### src/rtl/fpstk_pkg.sv
package fpstk_pkg;
    timeunit 1ns; timeprecision 1ps;

    localparam int VAL_W = 80;
    localparam int IDX_W = 3;

    typedef logic [VAL_W-1:0] fpval_t;

    typedef enum logic [1:0] {
        SRC_REG = 2'd0,
        SRC_SGL = 2'd1,
        SRC_DBL = 2'd2,
        SRC_EXT = 2'd3
    } src_fmt_e;

    typedef struct packed {
        logic             push;
        src_fmt_e         fmt;
        logic [IDX_W-1:0] idx;
    } ld_op_t;

    // Quiet-NaN indefinite: sign set, exponent all ones, integer and quiet bits set
    localparam fpval_t INDEF = {1'b1, 15'h7FFF, 2'b11, 62'd0};

    function automatic ld_op_t decode_ld(input logic [7:0] opc, input logic [7:0] modrm);
        ld_op_t     r;
        logic       regform;
        logic [2:0] rfield;
        r       = '0;
        r.fmt   = SRC_REG;
        regform = (modrm[7:6] == 2'b11);
        rfield  = modrm[5:3];
        case (opc)
            8'hD9: if (rfield == 3'd0) begin
                r.push = 1'b1;
                r.fmt  = regform ? SRC_REG : SRC_SGL;
                r.idx  = regform ? modrm[2:0] : 3'd0;
            end
            8'hDD: if (!regform && rfield == 3'd0) begin
                r.push = 1'b1;
                r.fmt  = SRC_DBL;
            end
            8'hDB: if (!regform && rfield == 3'd5) begin
                r.push = 1'b1;
                r.fmt  = SRC_EXT;
            end
            default: ;
        endcase
        return r;
    endfunction
endpackage

### src/rtl/fpstk_decode.sv
module fpstk_decode
    import fpstk_pkg::*;
(
    input  logic       req,
    input  logic [7:0] opc,
    input  logic [7:0] modrm,
    output ld_op_t     op
);
    timeunit 1ns; timeprecision 1ps;

    ld_op_t raw;

    always_comb begin
        raw     = decode_ld(opc, modrm);
        op      = raw;
        op.push = raw.push & req;
    end
endmodule

### src/rtl/fpstk_regfile.sv
module fpstk_regfile
    import fpstk_pkg::*;
#(
    parameter  int DEPTH = 8,
    localparam int PTR_W = $clog2(DEPTH)
) (
    input  logic             clk,
    input  logic             rst,
    input  logic             wr_en,
    input  logic [PTR_W-1:0] wr_pos,
    input  fpval_t           wr_val,
    input  logic [PTR_W-1:0] rd_a_pos,
    output fpval_t           rd_a_val,
    output logic             rd_a_tag,
    input  logic [PTR_W-1:0] rd_b_pos,
    output fpval_t           rd_b_val,
    output logic             rd_b_tag,
    input  logic [PTR_W-1:0] probe_pos,
    output logic             probe_tag
);
    timeunit 1ns; timeprecision 1ps;

    fpval_t             data_w [DEPTH];
    logic   [DEPTH-1:0] tag_w;

    generate
        for (genvar e = 0; e < DEPTH; e++) begin : g_ent
            fpval_t d_q;
            logic   t_q;
            always_ff @(posedge clk) begin
                if (rst) begin
                    d_q <= '0;
                    t_q <= 1'b0;
                end else if (wr_en && wr_pos == PTR_W'(e)) begin
                    d_q <= wr_val;
                    t_q <= 1'b1;
                end
            end
            assign data_w[e] = d_q;
            assign tag_w[e]  = t_q;
        end
    endgenerate

    assign rd_a_val  = data_w[rd_a_pos];
    assign rd_a_tag  = tag_w[rd_a_pos];
    assign rd_b_val  = data_w[rd_b_pos];
    assign rd_b_tag  = tag_w[rd_b_pos];
    assign probe_tag = tag_w[probe_pos];


    written_tag_chk: assert property (@(posedge clk) disable iff (rst)
        wr_en |=> tag_w[$past(wr_pos)]);
endmodule

### src/rtl/fpstk_load.sv
module fpstk_load
    import fpstk_pkg::*;
#(
    parameter  int DEPTH = 8,
    localparam int PTR_W = $clog2(DEPTH)
) (
    input  logic             clk,
    input  logic             rst,
    input  logic             req,
    input  logic [7:0]       opc,
    input  logic [7:0]       modrm,
    input  logic [79:0]      mem_val,
    output logic [PTR_W-1:0] top_idx,
    output logic [79:0]      st0_val,
    output logic             st0_valid,
    output logic             c1,
    output logic             stack_fault,
    output logic [1:0]       src_fmt
);
    timeunit 1ns; timeprecision 1ps;

    typedef logic [PTR_W-1:0] ptr_t;

    ld_op_t   op;
    ptr_t     top_q, new_top, src_pos;
    logic     c1_q, flt_q;
    src_fmt_e fmt_q;
    fpval_t   src_val, wr_val;
    logic     src_tag, tgt_tag, ovf, unf, fault;

    fpstk_decode u_dec (
        .req   (req),
        .opc   (opc),
        .modrm (modrm),
        .op    (op)
    );

    always_comb begin
        new_top = top_q - 1'b1;
        src_pos = top_q + ptr_t'(op.idx);
        ovf     = tgt_tag;
        unf     = (op.fmt == SRC_REG) && !src_tag;
        fault   = ovf | unf;
        if (fault)                 wr_val = INDEF;
        else if (op.fmt == SRC_REG) wr_val = src_val;
        else                       wr_val = mem_val;
    end

    fpstk_regfile #(.DEPTH(DEPTH)) u_rf (
        .clk       (clk),
        .rst       (rst),
        .wr_en     (op.push),
        .wr_pos    (new_top),
        .wr_val    (wr_val),
        .rd_a_pos  (top_q),
        .rd_a_val  (st0_val),
        .rd_a_tag  (st0_valid),
        .rd_b_pos  (src_pos),
        .rd_b_val  (src_val),
        .rd_b_tag  (src_tag),
        .probe_pos (new_top),
        .probe_tag (tgt_tag)
    );

    always_ff @(posedge clk) begin
        if (rst) begin
            top_q <= '0;
            c1_q  <= 1'b0;
            flt_q <= 1'b0;
            fmt_q <= SRC_REG;
        end else begin
            flt_q <= op.push & fault;
            if (op.push) begin
                top_q <= new_top;
                c1_q  <= ovf;
                fmt_q <= op.fmt;
            end
        end
    end

    assign top_idx     = top_q;
    assign c1          = c1_q;
    assign stack_fault = flt_q;
    assign src_fmt     = fmt_q;


    top_dec_chk: assert property (@(posedge clk) disable iff (rst)
        op.push |=> top_q == ptr_t'($past(top_q) - 1'b1));

    top_hold_chk: assert property (@(posedge clk) disable iff (rst)
        !op.push |=> $stable(top_q));

    no_overflow_chk: assert property (@(posedge clk) disable iff (rst)
        (op.push && tgt_tag) |=> (c1 && stack_fault && st0_val == INDEF));

    c1_clear_chk: assert property (@(posedge clk) disable iff (rst)
        (op.push && !tgt_tag) |=> !c1);

    fault_pulse_chk: assert property (@(posedge clk) disable iff (rst)
        !op.push |=> !stack_fault);
endmodule

### config.mk
export PLATFORM = sky130hd
export DESIGN_NAME = fpstk_load
export DESIGN_NICKNAME = d
export VERILOG_FILES = /design/src/rtl/fpstk_pkg.sv /design/src/rtl/fpstk_decode.sv /design/src/rtl/fpstk_regfile.sv /design/src/rtl/fpstk_load.sv
export SDC_FILE = /design/constraint.sdc
export NUM_CORES = 2
export LEC_CHECK = 0
export ABC_AREA = 1
export BUFFER_PORTS_ARGS = -buffer_cell sky130_fd_sc_hd__buf_4
export CORE_ASPECT_RATIO = 0.5
export CORE_MARGIN = 4
export CORE_UTILIZATION = 63
export DETAILED_ROUTE_END_ITERATION = 16
export MAX_ROUTING_LAYER = met4
export PLACE_DENSITY = 0.82
export SYNTH_ARGS = -nofsm -noshare
export SYNTH_HDL_FRONTEND = slang
export SYNTH_SLANG_ARGS = --single-unit
### constraint.sdc
create_clock -name clk -period 4.43 [get_ports clk]
set_input_delay 0.6645 -clock clk [delete_from_list [all_inputs] [get_ports clk]]
set_output_delay 0.6645 -clock clk [all_outputs]
set_load 0.01 [all_outputs]
* Yosys cells after proc, flatten, opt, wreduce, memory -nomap -nowiden
Index checks and enable logic that the tools add are counted.
Cells by class: $add $sub $neg 2, multipliers 0, div/mod/pow operators 0, order comparisons 5, equal/unequal tests 12, shift-type cells 0, multiplexer cells 21, bitwise logic cells 5, reductions and logical operators 16
Operators by type and width (number):
- $bmux 80 s3 | 2
- $mux 80 | 6
- $eq 8x8->1 const B | 3
- $eq 3x3->1 const B | 5
- $lt 3x4->1 const B | 3
- $mux 3 | 4
- $logic_and 1x1->1 | 11
- $bmux 1 s3 | 3
- $pmux 3 s3 | 1
- $ge 4x4->1 const B | 2
- $not 3->4 | 2
- $eq 3x2->1 const B | 2
- $logic_not 3->1 | 2
- $mux 6 | 1
- $mux 1 | 4
- $add 3x3->3 | 1
- $eq 3x1->1 const B | 1
- $sub 3x1->3 const B | 1
- $and 1x1->1 | 2
- $eq 2x2->1 const B | 1
- $logic_not 1->1 | 2
- $logic_not 2->1 | 1
- $or 1x1->1 | 1
Storage, ports and cells: register bits 655, latch bits 0, memory bits (writable) 0, memory bits (read-only) 0, bits of input ports 99, output and inout bits 88, word-level logic and storage cells 81, memories 0

* Longest topological paths before layout
word-level depth 11, mapped depth 21, mapped depth without buffers 19

* Modules after synthesis
A second synthesis with hierarchy kept.
Unflattened totals: cell total of the unflattened synthesis 6960, area, all modules 39205.1 um2
By module, submodules not included:
- fpstk_regfile | instances 1, cells an instance 6477, area each 37078.1 um2
- fpstk_load | instances 1, cells an instance 438, area each 1940.6 um2
- fpstk_decode | instances 1, cells an instance 45, area each 186.4 um2

* Worst setup path after synthesis
OpenSTA, ideal clock, no wires.
path type input to register, from input opc[4], to register u_rf.g_ent[2].d_q[17], setup time 0.128 ns, arrival time 3.111 ns, required time 4.302 ns, path slack 1.190 ns, stages on the path 18, cells stage by stage inv_1 > nor2_1 > nand2_1 > nor2_2 > nand2_1 > nor2_1 > ha_1 > fa_1 > inv_2 > clkbuf_1 > buf_1 > a21oi_1 > a22oi_1 > nand2_1 > nand3_1 > nand2_1 > nand2_1 > a21oi_1
On the way: longest elaborated chain between the ends 9, elaborated cells between the ends (all ways) 20
RTL lines:
- start: declaration | line fpstk_load.sv:10 | input logic [7:0] opc,
- $eq 8x8->1 | line fpstk_pkg.sv:33 | case (opc)
- $mux 3 | line fpstk_pkg.sv:33
- $add 3x3->3 | line fpstk_load.sv:40 | src_pos = top_q + ptr_t'(op.idx);
- $not 3->4 (not written as such) / $bmux 1 s3 (equally long branches) | line fpstk_regfile.sv:46, fpstk_regfile.sv:47
- $bmux 80 s3 / $mux 1 (equally long branches) | line fpstk_regfile.sv:46, fpstk_regfile.sv:47
- $mux 80 (not written as such) / $logic_not 1->1 (equally long branches) | line fpstk_regfile.sv:46, fpstk_load.sv:42
- $mux 80 (not written as such) / $logic_and 1x1->1 (equally long branches) | line fpstk_regfile.sv:46, fpstk_load.sv:42
- $mux 80 / $or 1x1->1 (equally long branches) | line fpstk_load.sv:45, fpstk_load.sv:43
- $mux 80 | line fpstk_load.sv:44 | if (fault) wr_val = INDEF;
- end signal: assignment | line fpstk_regfile.sv:35 | d_q <= wr_val;
- end: declaration | line fpstk_regfile.sv:28 | fpval_t d_q;
Parallel ways exist; a longest one is shown, timed or not. The select of a mux whose other input is x is not followed. A chain may end at the register's enable or synchronous reset.

* Worst setup path in the final report
from register top_q[0], in the netlist top_idx[0], to output st0_val[60]
On the way: longest elaborated chain between the ends 4
RTL lines:
- start: declaration | line fpstk_load.sv:25 | ptr_t top_q, new_top, src_pos;
- start signal: assignment | line fpstk_load.sv:74 | top_q <= new_top;
- $not 3->4 (not written as such) | line fpstk_regfile.sv:44 | assign rd_a_val = data_w[rd_a_pos];
- $bmux 80 s3 | line fpstk_regfile.sv:44
- $mux 80 (not written as such) (2 in series) | line fpstk_regfile.sv:44
- end: declaration | line fpstk_load.sv:14 | output logic [79:0] st0_val,
No other way between the ends. The select of a mux whose other input is x is not followed.

==> report_table.html <==
<table>
<tr><th>Metric</th><th>Value</th></tr>
<tr><th colspan="2">Status</th></tr>
<tr><td>Status</td><td>finished with violations</td></tr>
<tr><td>Violated checks</td><td>DRC</td></tr>
<tr><th colspan="2">Pwr</th></tr>
<tr><td>Sequential fraction of design power</td><td>0.509</td></tr>
<tr><td>Total power density per cell area</td><td>291 nW/um^2</td></tr>
<tr><td>Switch share</td><td>0.223</td></tr>
<tr><td>Net switching power</td><td>2.58 mW</td></tr>
<tr><td>PnR Total Power</td><td>about 12 mW</td></tr>
<tr><td>Leak Pwr</td><td>around 18 nW</td></tr>
<tr><td>Internal Power</td><td>8.98 mW</td></tr>
<tr><td>Maximum resistive drop on vdd</td><td>0.000315 V</td></tr>
<tr><td>Combinational share of power</td><td>0.019</td></tr>
<tr><td>Fraction of power consumed by the clock network</td><td>0.472</td></tr>
<tr><th colspan="2">Clock tree</th></tr>
<tr><td>H-Tree Depth</td><td>2</td></tr>
<tr><td>Cts hold-fix bufs</td><td>0</td></tr>
<tr><td>Resized Gates After CTS</td><td>0</td></tr>
<tr><td>Root buffer cell</td><td>sky130_fd_sc_hd__clkbuf_16</td></tr>
<tr><td>Clock sink total</td><td>655</td></tr>
<tr><td>Post-CTS Setup Bufs</td><td>0</td></tr>
<tr><td>TritonCTS Buffers</td><td>58</td></tr>
<tr><td>Clock transition at the registers of the reported paths</td><td>70 ps</td></tr>
<tr><td>TritonCTS clock tree</td><td>yes</td></tr>
<tr><td>Clock Latency Late Sink</td><td>650 ps</td></tr>
<tr><td>Number of buffers on the longest clock path</td><td>3</td></tr>
<tr><th colspan="2">Detailed routing</th></tr>
<tr><td>Per-cell via count in the routed design</td><td>6.28</td></tr>
<tr><td>Via count</td><td>40,400</td></tr>
<tr><td>Initial detailed-routing violation count</td><td>about 6,700</td></tr>
<tr><td>Antenna violation net count after detailed routing</td><td>0</td></tr>
<tr><td>Post-detailed-route wirelength per cell</td><td>19.7 um</td></tr>
<tr><td>Total length of routed wires</td><td>approximately 130,000 um</td></tr>
<tr><td>Count of unresolved DRC violations after routing</td><td>1</td></tr>
<tr><td>Number of optimization iterations in the first detailed-route pass</td><td>12</td></tr>
<tr><th colspan="2">Logic synthesis</th></tr>
<tr><td>Net count after synthesis</td><td>5,905</td></tr>
<tr><td>Number of instances in the synthesized netlist</td><td>5,799</td></tr>
<tr><td>Post-synthesis area per instance</td><td>6.25 um^2</td></tr>
<tr><td>Synth cell types</td><td>29</td></tr>
<tr><td>Count of state elements after synthesis</td><td>655</td></tr>
<tr><td>Sequential area share after synthesis</td><td>0.362</td></tr>
<tr><td>Cell taking the most area after synthesis</td><td>sky130_fd_sc_hd__dfxtp_1</td></tr>
<tr><td>Leading post-synthesis cells by cell area</td><td>sky130_fd_sc_hd__dfxtp_1, sky130_fd_sc_hd__a21oi_1, sky130_fd_sc_hd__nand2_1</td></tr>
<tr><td>Proportion of netlist area held by the largest area contributor</td><td>0.362</td></tr>
<tr><td>Cell area after synthesis</td><td>approximately 36,000 um^2</td></tr>
<tr><td>Warnings from Yosys</td><td>0</td></tr>
<tr><th colspan="2">Floorplanning</th></tr>
<tr><td>Number of rows created at floorplan</td><td>61</td></tr>
<tr><td>I/O pin total</td><td>187</td></tr>
<tr><td>Area enclosed by the die boundary</td><td>~60,000 um^2</td></tr>
<tr><td>Die height</td><td>about 180 um</td></tr>
<tr><td>Floorplan Core Area</td><td>56,300 um^2</td></tr>
<tr><td>Initial standard-cell utilization of the core</td><td>0.644</td></tr>
<tr><td>Chip width</td><td>about 350 um</td></tr>
<tr><th colspan="2">STA</th></tr>
<tr><td>Crit path time final</td><td>about 4200 ps</td></tr>
<tr><td>Final hold viol count</td><td>0</td></tr>
<tr><td>Final setup fails</td><td>0</td></tr>
<tr><td>Achievable frequency</td><td>238 MHz</td></tr>
<tr><td>Worst Max-Slew Pin Slew</td><td>1120 ps</td></tr>
<tr><td>Post-route clock skew</td><td>between 20 and 30 ps</td></tr>
<tr><td>Total Negative Setup Slacks</td><td>0 ps</td></tr>
<tr><td>Number of slew-limit violations in the final report</td><td>0</td></tr>
<tr><td>Slack of the critical path</td><td>235 ps</td></tr>
<tr><td>Setup repair after global routing missed its margin</td><td>false</td></tr>
<tr><td>Worst slew margin</td><td>0.251</td></tr>
<tr><td>Final Cycle Share</td><td>0.947</td></tr>
<tr><th colspan="2">Placement</th></tr>
<tr><td>Total instance count after detailed placement</td><td>approximately 6,300</td></tr>
<tr><td>Worst slack at placement</td><td>~250 ps</td></tr>
<tr><td>Final estimated routing congestion in global placement</td><td>0.868</td></tr>
<tr><td>Port bufs</td><td>186</td></tr>
<tr><td>Detail Placement HPWL</td><td>between 60,000 and 70,000 um</td></tr>
<tr><td>Post-Place Cell Area</td><td>37,700 um^2</td></tr>
<tr><th colspan="2">Global route</th></tr>
<tr><td>Global routing usage summed across all routing layers</td><td>0.401</td></tr>
<tr><td>Total gr overflow</td><td>0</td></tr>
<tr><td>Via count of the first global-routing pass</td><td>37,200</td></tr>
<tr><td>Antenna violations before repair</td><td>1</td></tr>
<tr><td>Maximum number of pins on one net before global-route repair</td><td>between 150 and 200</td></tr>
<tr><td>Global-route wire length before repair</td><td>~200,000 um</td></tr>
<tr><th colspan="2">Cells and area</th></tr>
<tr><td>Filler Cells Inserted</td><td>4,787</td></tr>
<tr><td>Fraction of final layout cells sized beyond drive strength 1</td><td>0.0737</td></tr>
<tr><td>Post-route design area</td><td>39,700 um^2</td></tr>
<tr><td>Most frequent standard cell in the layout excluding fill and tap cells</td><td>sky130_fd_sc_hd__nand2_1</td></tr>
<tr><td>Area of combinational cells with multiple inputs</td><td>roughly 19,000 um^2</td></tr>
<tr><td>Final nets</td><td>5,730</td></tr>
<tr><td>Sequential cell area</td><td>13,100 um^2</td></tr>
<tr><td>Highest-count cells in the layout ignoring fill and taps</td><td>sky130_fd_sc_hd__nand2_1, sky130_fd_sc_hd__a21oi_1, sky130_fd_sc_hd__dfxtp_1, sky130_fd_sc_hd__inv_1, sky130_fd_sc_hd__o21ai_0</td></tr>
<tr><td>Post-Layout Cell Count</td><td>6,430</td></tr>
<tr><td>Area grow syn2layout</td><td>9.52%</td></tr>
<tr><th colspan="2">Setup path</th></tr>
<tr><td>Family of cells with the greatest summed delay on the critical path</td><td>buffers and inverters</td></tr>
<tr><td>Critical path capture point type</td><td>primary output</td></tr>
<tr><td>Startpoint of the lowest-slack register-to-register path</td><td>top_idx[1]</td></tr>
<tr><td>Required time of the critical path</td><td>between 3000 and 4000 ps</td></tr>
<tr><td>Top fanout value on the critical path</td><td>84</td></tr>
<tr><td>WP data arrival</td><td>3530 ps</td></tr>
<tr><td>Setup crit start</td><td>top_idx[0]</td></tr>
<tr><td>Critical Setup Path Class</td><td>register to primary output</td></tr>
<tr><td>Critical Path Most Common Cell</td><td>sky130_fd_sc_hd__buf_4</td></tr>
<tr><td>Maximum single-stage delay on the critical path</td><td>810 ps</td></tr>
<tr><td>Cell with the biggest individual delay on the critical path</td><td>sky130_fd_sc_hd__buf_4</td></tr>
<tr><td>Reg2reg path depth</td><td>13</td></tr>
<tr><td>Total stage count of the critical path</td><td>6</td></tr>
<tr><td>Type of origin of the critical path</td><td>register</td></tr>
<tr><td>Combined buffer and inverter count along the critical path</td><td>3</td></tr>
<tr><td>Cells along the critical path</td><td>buf_4 -&gt; buf_4 -&gt; o21ai_0 -&gt; a221oi_1 -&gt; a31oi_1 -&gt; buf_4</td></tr>
<tr><th colspan="2">Min path</th></tr>
<tr><td>Min-delay worst type</td><td>input port to register</td></tr>
<tr><td>Worst Hold Launch</td><td>modrm[7]</td></tr>
<tr><td>Hold Path Depth</td><td>4</td></tr>
<tr><th colspan="2">Run</th></tr>
<tr><td>Count of maximum capacitance violations</td><td>0</td></tr>
</table>
## path summary, 6_finish.rpt
path	to	slack, ps
setup reg to reg	u_rf.g_ent[0].d_q[70]	720
setup / recovery	st0_val[60]	230
hold / removal	src_fmt[0]	440
hold reg to reg	u_rf.g_ent[7].t_q	510
## power groups by stage
stage,clock network (mW),registers (mW),logic (mW)
2_1_floorplan,0,6.02,0.104
3_3_place_gp,0,6.02,0.210
3_5_place_dp,0,6.02,0.211
4_1_cts,5.47,5.88,0.211
5_1_grt,5.72,5.88,0.230
6_report,5.46,5.88,0.218
## metal layers
metal | share of wire | global-route usage
met5 | 0 | -
met4 | 0.049 | 0.189
met3 | 0.14 | 0.0723
met2 | 0.43 | 0.619
met1 | 0.38 | 0.513
## worst register-to-register path, stage by stage, from the launching register on
cell	delay (ps)
sky130_fd_sc_hd__dfxtp_4	600
sky130_fd_sc_hd__buf_4	460
sky130_fd_sc_hd__fa_4	780
sky130_fd_sc_hd__inv_4	120
sky130_fd_sc_hd__buf_12	490
sky130_fd_sc_hd__o21ai_0	250
sky130_fd_sc_hd__a21oi_1	180
sky130_fd_sc_hd__a21oi_1	50
sky130_fd_sc_hd__nand2_1	50
sky130_fd_sc_hd__nand3_1	70
sky130_fd_sc_hd__nand2_1	250
sky130_fd_sc_hd__nand3_1	140
sky130_fd_sc_hd__nand2_1	100
sky130_fd_sc_hd__inv_1	60
## final cells by class
class / count / share of cell area
Antenna cell: 1 / 0.0000630
Clock inverter: 32 / 0.00939
Timing Repair Buffer: 266 / 0.0591
Multi-Input combinational cell: 3978 / 0.471
Clock buffer: 77 / 0.0414
Tap cell: 756 / 0.0238
Inverter: 665 / 0.0643
Sequential cell: 655 / 0.331
## state kept, by name (all words and copies together) (netlist names)
name	count
stack_fault	1
c1	1
top_idx	3
u_rf.g_ent.d_q	640
u_rf.g_ent.t_q	8
src_fmt	2
## stage by stage
stage                     utilization  hold slack [ps]
after floorplan                     -              452
after global placement          0.670              481
after CTS                       0.706              422
after global routing            0.706              460
after detailed placement        0.670              493
final                           0.706              440
## synth_stat cells, drive strengths merged
cell type  instances
dfxtp            655
buf              133
ha                 6
nor3               2
o21ai            589
a221oi            81
xor2               1
nor2              18
a22oi             31
a31oi             82
fa                 1
nand2           1555
a21oi           1235
inv              664
xnor2              1
nand3            314
o21a              38
or2               18
nand4              6
clkinv             1
clkbuf           368
## cells by family after synthesis
kind of cell    share of synthesized area
compound gates                      0.300
simple gates                        0.212
buf+inv                             0.123
flops                               0.362
fa+ha+maj                         0.00262
xor+xnor                         0.000483
Power figures use the tool's default switching activity.
